==> src/rtl/pw_pkg.sv <==
package pw_pkg;

    typedef enum logic [2:0] {
        RX_IDLE,
        RX_CMD,
        RX_AHI,
        RX_ALO,
        RX_DATA
    } rx_state_e;

    typedef enum logic [1:0] {
        PG_IDLE,
        PG_ERASE,
        PG_WRITE
    } pg_state_e;

endpackage

==> src/rtl/pw_rx_parser.sv <==
module pw_rx_parser #(
    parameter int ADDR_W     = 13,
    parameter int PAGE_BYTES = 32,
    parameter int OFS_W      = $clog2(PAGE_BYTES),
    parameter int PAGE_W     = ADDR_W - OFS_W
) (
    input  logic                          clk,
    input  logic                          rst_n,
    input  logic                          bus_start,
    input  logic                          bus_stop,
    input  logic                          rx_valid,
    input  logic [7:0]                    rx_byte,
    input  logic                          dev_match,
    input  logic                          busy,
    output logic                          ack,
    output logic                          go_prog,
    output logic [PAGE_W-1:0]             page_addr,
    output logic [PAGE_BYTES-1:0]         load_mask,
    output logic [PAGE_BYTES-1:0][7:0]    page_buf
);
    import pw_pkg::*;

    typedef struct packed {
        rx_state_e                       st;
        logic [ADDR_W-1:0]               addr;
        logic [PAGE_BYTES-1:0]           mask;
        logic [PAGE_BYTES-1:0][7:0]      data;
    } rx_regs_t;

    rx_regs_t rx_q, rx_d;
    logic [OFS_W-1:0] ofs;

    assign ofs = rx_q.addr[OFS_W-1:0];

    always_comb begin
        rx_d    = rx_q;
        ack     = 1'b0;
        go_prog = 1'b0;
        if (!busy) begin
            if (bus_start) begin
                rx_d.st   = RX_CMD;
                rx_d.mask = '0;
            end else if (bus_stop) begin
                go_prog = (rx_q.st == RX_DATA) && (|rx_q.mask);
                rx_d.st = RX_IDLE;
            end else if (rx_valid) begin
                case (rx_q.st)
                    RX_CMD: begin
                        if (dev_match && !rx_byte[0]) begin
                            ack     = 1'b1;
                            rx_d.st = RX_AHI;
                        end else begin
                            rx_d.st = RX_IDLE;
                        end
                    end
                    RX_AHI: begin
                        ack = 1'b1;
                        rx_d.addr[ADDR_W-1:8] = rx_byte[ADDR_W-9:0];
                        rx_d.st = RX_ALO;
                    end
                    RX_ALO: begin
                        ack = 1'b1;
                        rx_d.addr[7:0] = rx_byte;
                        rx_d.st = RX_DATA;
                    end
                    RX_DATA: begin
                        ack = 1'b1;
                        rx_d.data[ofs] = rx_byte;
                        rx_d.mask[ofs] = 1'b1;
                        rx_d.addr[OFS_W-1:0] = ofs + 1'b1;
                    end
                    default: ;
                endcase
            end
        end
    end

    always_ff @(posedge clk) begin
        if (!rst_n) rx_q <= '0;
        else        rx_q <= rx_d;
    end

    assign page_addr = rx_q.addr[ADDR_W-1:OFS_W];
    assign load_mask = rx_q.mask;
    assign page_buf  = rx_q.data;

endmodule

==> src/rtl/pw_prog_seq.sv <==
module pw_prog_seq #(
    parameter int ADDR_W     = 13,
    parameter int PAGE_BYTES = 32,
    parameter int ERASE_CYC  = 40,
    parameter int WRITE_CYC  = 40,
    parameter int OFS_W      = $clog2(PAGE_BYTES),
    parameter int PAGE_W     = ADDR_W - OFS_W
) (
    input  logic                          clk,
    input  logic                          rst_n,
    input  logic                          go_prog,
    input  logic [PAGE_W-1:0]             page_addr,
    input  logic [PAGE_BYTES-1:0]         load_mask,
    input  logic [PAGE_BYTES-1:0][7:0]    page_buf,
    output logic                          busy,
    output logic                          mem_we,
    output logic [ADDR_W-1:0]             mem_addr,
    output logic [7:0]                    mem_wdata
);
    import pw_pkg::*;

    // Both phases must be at least one page long so every slot gets its turn.
    localparam int CYC_MAX = (ERASE_CYC > WRITE_CYC) ? ERASE_CYC : WRITE_CYC;
    localparam int CNT_W   = $clog2(CYC_MAX + 1);
    localparam logic [CNT_W-1:0] ERASE_LAST = CNT_W'(ERASE_CYC - 1);
    localparam logic [CNT_W-1:0] WRITE_LAST = CNT_W'(WRITE_CYC - 1);
    localparam logic [CNT_W-1:0] SLOT_LIM   = CNT_W'(PAGE_BYTES);

    typedef struct packed {
        pg_state_e        st;
        logic [CNT_W-1:0] cnt;
    } pg_regs_t;

    pg_regs_t pg_q, pg_d;
    logic [OFS_W-1:0] slot;
    logic             in_window;

    always_comb begin
        pg_d = pg_q;
        case (pg_q.st)
            PG_IDLE: begin
                if (go_prog) begin
                    pg_d.st  = PG_ERASE;
                    pg_d.cnt = '0;
                end
            end
            PG_ERASE: begin
                if (pg_q.cnt == ERASE_LAST) begin
                    pg_d.st  = PG_WRITE;
                    pg_d.cnt = '0;
                end else begin
                    pg_d.cnt = pg_q.cnt + 1'b1;
                end
            end
            PG_WRITE: begin
                if (pg_q.cnt == WRITE_LAST) begin
                    pg_d.st  = PG_IDLE;
                    pg_d.cnt = '0;
                end else begin
                    pg_d.cnt = pg_q.cnt + 1'b1;
                end
            end
            default: pg_d = '0;
        endcase
    end

    always_ff @(posedge clk) begin
        if (!rst_n) pg_q <= '0;
        else        pg_q <= pg_d;
    end

    assign busy      = (pg_q.st != PG_IDLE);
    assign slot      = pg_q.cnt[OFS_W-1:0];
    assign in_window = busy && (pg_q.cnt < SLOT_LIM);
    assign mem_we    = in_window && load_mask[slot];
    assign mem_addr  = {page_addr, slot};
    assign mem_wdata = (pg_q.st == PG_ERASE) ? 8'hFF : page_buf[slot];

endmodule

==> src/rtl/pagewr_ctrl.sv <==
module pagewr_ctrl #(
    parameter int ADDR_W     = 13,
    parameter int PAGE_BYTES = 32,
    parameter int ERASE_CYC  = 40,
    parameter int WRITE_CYC  = 40
) (
    input  logic              clk,
    input  logic              rst_n,
    input  logic              bus_start,
    input  logic              bus_stop,
    input  logic              rx_valid,
    input  logic [7:0]        rx_byte,
    input  logic              dev_match,
    output logic              ack,
    output logic              busy,
    output logic              mem_we,
    output logic [ADDR_W-1:0] mem_addr,
    output logic [7:0]        mem_wdata
);
    localparam int OFS_W  = $clog2(PAGE_BYTES);
    localparam int PAGE_W = ADDR_W - OFS_W;

    logic                       go_prog;
    logic [PAGE_W-1:0]          page_addr;
    logic [PAGE_BYTES-1:0]      load_mask;
    logic [PAGE_BYTES-1:0][7:0] page_buf;

    pw_rx_parser #(
        .ADDR_W    (ADDR_W),
        .PAGE_BYTES(PAGE_BYTES)
    ) u_rx (
        .clk       (clk),
        .rst_n     (rst_n),
        .bus_start (bus_start),
        .bus_stop  (bus_stop),
        .rx_valid  (rx_valid),
        .rx_byte   (rx_byte),
        .dev_match (dev_match),
        .busy      (busy),
        .ack       (ack),
        .go_prog   (go_prog),
        .page_addr (page_addr),
        .load_mask (load_mask),
        .page_buf  (page_buf)
    );

    pw_prog_seq #(
        .ADDR_W    (ADDR_W),
        .PAGE_BYTES(PAGE_BYTES),
        .ERASE_CYC (ERASE_CYC),
        .WRITE_CYC (WRITE_CYC)
    ) u_seq (
        .clk       (clk),
        .rst_n     (rst_n),
        .go_prog   (go_prog),
        .page_addr (page_addr),
        .load_mask (load_mask),
        .page_buf  (page_buf),
        .busy      (busy),
        .mem_we    (mem_we),
        .mem_addr  (mem_addr),
        .mem_wdata (mem_wdata)
    );

endmodule

==> config.mk <==
export PLATFORM = sky130hd
export DESIGN_NAME = pagewr_ctrl
export DESIGN_NICKNAME = d
export VERILOG_FILES = /design/src/rtl/pw_pkg.sv /design/src/rtl/pw_rx_parser.sv /design/src/rtl/pw_prog_seq.sv /design/src/rtl/pagewr_ctrl.sv
export SDC_FILE = /design/constraint.sdc
export NUM_CORES = 1
export LEC_CHECK = 0
export BUFFER_PORTS_ARGS = -buffer_cell sky130_fd_sc_hd__clkbuf_2
export CORE_MARGIN = 4
export CORE_UTILIZATION = 63
export CTS_CLUSTER_SIZE = 20
export DETAILED_ROUTE_END_ITERATION = 10
export HOLD_SLACK_MARGIN = 0.03
export PLACE_DENSITY = 0.83
export SYNTH_ARGS = -nofsm -noshare
export SYNTH_HDL_FRONTEND = slang
export SYNTH_HIERARCHICAL = 1
export SYNTH_SLANG_ARGS = --single-unit
==> constraint.sdc <==
create_clock -name clk -period 2.1 [get_ports clk]
set_input_delay 0 -clock clk [delete_from_list [all_inputs] [get_ports clk]]
set_output_delay 0 -clock clk [all_outputs]
set_load 0.01 [all_outputs]
==> results.tsv <==
metric	value	unit
power_density	751	nW/um2
io_pins	38	
start_kind	flop	
clock-sinks	312	
dr.pass1.iters	6	
leakagePower	6.92	nW
nFillCells	1871	
die_w	171	um
synthesis.nets	1874	
num-nets-final	1610	
wire_per_inst	22.8	um
crit_required	2100	ps
violations	negative setup slack	
min_period_over_period	123	%
htreeDepth	2	
fmax	388	MHz
grt_pass1_vias	12300	
clock_latency	520	ps
drive_gt1_share	20.7	%
ys_seq_area_share	37.3	%
drc	0	
critPathCaptureType	primary output	
pre_cts_slack	79.6	ps
rows	59	
path_delay_family	multiplexers	
synthTopCellsByCount	328 x nand2_1, 319 x buf_4, 312 x dfxtp_1	
crit_fanout	8	
crit_start	u_seq/mem_addr[0]	
yosysTopAreaCellShare	37.3	%
drv_slew	0	
max_slew_margin	47.6	%
clockBufferDepth	3	
min_from	rx_byte[0]	
run_status	complete, but fails checks	
rsz0062_at_grt	yes	
arrival	2580	ps
fin_util	64.8	%
hold_path.class	input pin to flop	
cts_tree	yes	
synth_xor_area_share	0.104	%
synth_edf_count	0	
skew	17.5	ps
die_h	171	um
syn_inst	1855	
path_cells	buf_12 > buf_12 > buf_4 > mux4_2 > mux2i_4 > nor2_1 > nor3_1 > a21oi_1 > clkbuf_2	
crit_slowest_cell	mux4_2	
synth_top_family_by_area	buffers and inverters	
gp_congestion	0.967	
cp_slowest_stage_delay	510	ps
cts_buffers	34	
cap_violations	0	
detail-route-antenna-nets	0	
final-hold-violation-count	0	
path_class	flop to primary output	
vdd_ir_drop_max	0.000564	V
synth_area_per_cell	9.04	um2
worst_pin_slew	785	ps
syn2layout_area_growth	1.02	%
synth_fa_ha_area_share	0.373	%
drt_wl_total	44.4	mm
antenna_found_initial	0	
coreArea	26100	um2
port_buffers	37	
crit_top_cell	buf_12	
worst-path-buf-inv	4	
synthSimpleGateAreaFrac	15.9	%
gr-usage-met2	46.6	%
ys.flop_type	dfxtp_1	
grtUsageMet1	36.2	%
start_util	64.1	%
synth_area_leaders	dfxtp_1 37%, buf_4 14%, mux2i_1 10%, nand2_1 7.3%, mux4_2 6.0%	
cts_root_buffer	clkbuf_16	
drt_iter0_drc	1671	
design_area	16900	um2
die_area	29300	um2
grt_overflow	0	
place_area	15100	um2
grt_start_max_net_pins	157	
via_count	12700	
async_flop_share	0	%
n_antenna_cell	0	
setup_violations	10	
synth_top_area_cell	dfxtp_1	
grt_use_met3	7.09	%
ys_ff_latch	312	
yosys_warnings	6	
synth-compound-area-share	9.23	%
busiest_layer	met2	
hpwl	26.8	mm
clk_pin_slew	60	ps
total_power	12.7	mW
vias_per_cell	6.51	
layout_setup_ws	-477	ps
grt_usage	28.8	%
period_minus_slack	2580	ps
grt_pass1_wl	67.4	mm
yosys.cell_count.top_type	nand2_1	
ys_types	71	
reg2reg_from	u_seq/pg_q[7]	
netlist_area	16800	um2
synth_mux_area_share	18.5	%
-- tightest hold or removal path: stages --
cell,delay (ps)
clkbuf_2,320
nand2_1,140
a21oi_1,60
-- cell families (layout without fill, tap and decap cells) --
| kind of cell | count (synthesis) | count (layout) |
|---|---|---|
| multiplexers | 237 | 237 |
| AND/OR/NAND/NOR | 581 | 581 |
| AO/OA/AOI/OAI | 255 | 255 |
| adder cells (fa/ha/maj) | 5 | 5 |
| buffers and inverters | 463 | 220 |
| XOR/XNOR | 2 | 2 |
| flip-flops | 312 | 312 |
-- cells in the final DEF (no fill, tap or decap), types with 9 or more instances in the layout --
cell type | synthesis | layout
dlygate4sd3_1 | 0 | 9
buf_4 | 319 | 66
a21oi_1 | 153 | 148
a31oi_1 | 28 | 28
inv_1 | 19 | 19
nand2_1 | 328 | 328
nand3_1 | 26 | 23
clkbuf_16 | 0 | 36
clkbuf_2 | 1 | 34
buf_6 | 11 | 9
mux2_2 | 15 | 15
buf_12 | 3 | 19
mux2i_1 | 168 | 162
nor2b_1 | 10 | 9
dfxtp_1 | 312 | 308
and3_1 | 18 | 11
nor2_1 | 126 | 122
mux4_2 | 45 | 49
-- power breakdown --
| part | internal (mW) | leakage, nW | switching, mW |
|---|---|---|---|
| Combinational | 0.0854 | 3.81 | 0.297 |
| Sequential | 5.92 | 2.51 | 0.00950 |
| Clock | 3.98 | 0.591 | 2.43 |
-- what timing repair did --
item | in CTS | in global routing
resized for setup | 52 | 35
setup endpoints to repair | 9 | 84
hold buffers | 9 | 0
pin swaps | 17 | 8
cloned | 3 | 1
buffers inserted | 16 | 9
endpoints found under the hold margin | 18 | 0
-- per-stage QoR --
stage | hold slack (ps) | setup TNS, ps | std cells
after detailed placement | 388 | 0 | 1854
after global placement | 374 | 0 | 1854
after global routing | 82.8 | -4030 | 1947
after CTS | 51.9 | -2510 | 1938
final | 75.8 | -3730 | 1947
after floorplan | 117 | 0 | 1855
-- area by class of cell --
cell class | count | area [um2] | area share, %
clock inverters | 13 | 219 | 1.29
clock buffers | 44 | 970 | 5.73
inverters | 20 | 80.1 | 0.473
flip-flops and latches | 312 | 6260 | 36.9
repair buffers | 143 | 1330 | 7.87
well taps | 335 | 419 | 2.48
multi-input cells | 1080 | 7660 | 45.2
-- layer usage --
layer  part of all wire [%]  routed length [um]
met1                     37               16300
met5                      0                   0
met4                    5.5                2450
met3                     12                5230
met2                     46               20400
-- path summary, 6_finish.rpt --
kind,endpoint,slack [ps],cells after the start
setup / recovery,mem_wdata[4],-480,9
hold / removal,flop,80,3
setup reg to reg,flop,0,8
hold reg to reg,flop,450,2
No activity file was read; power rests on OpenSTA's default activity.
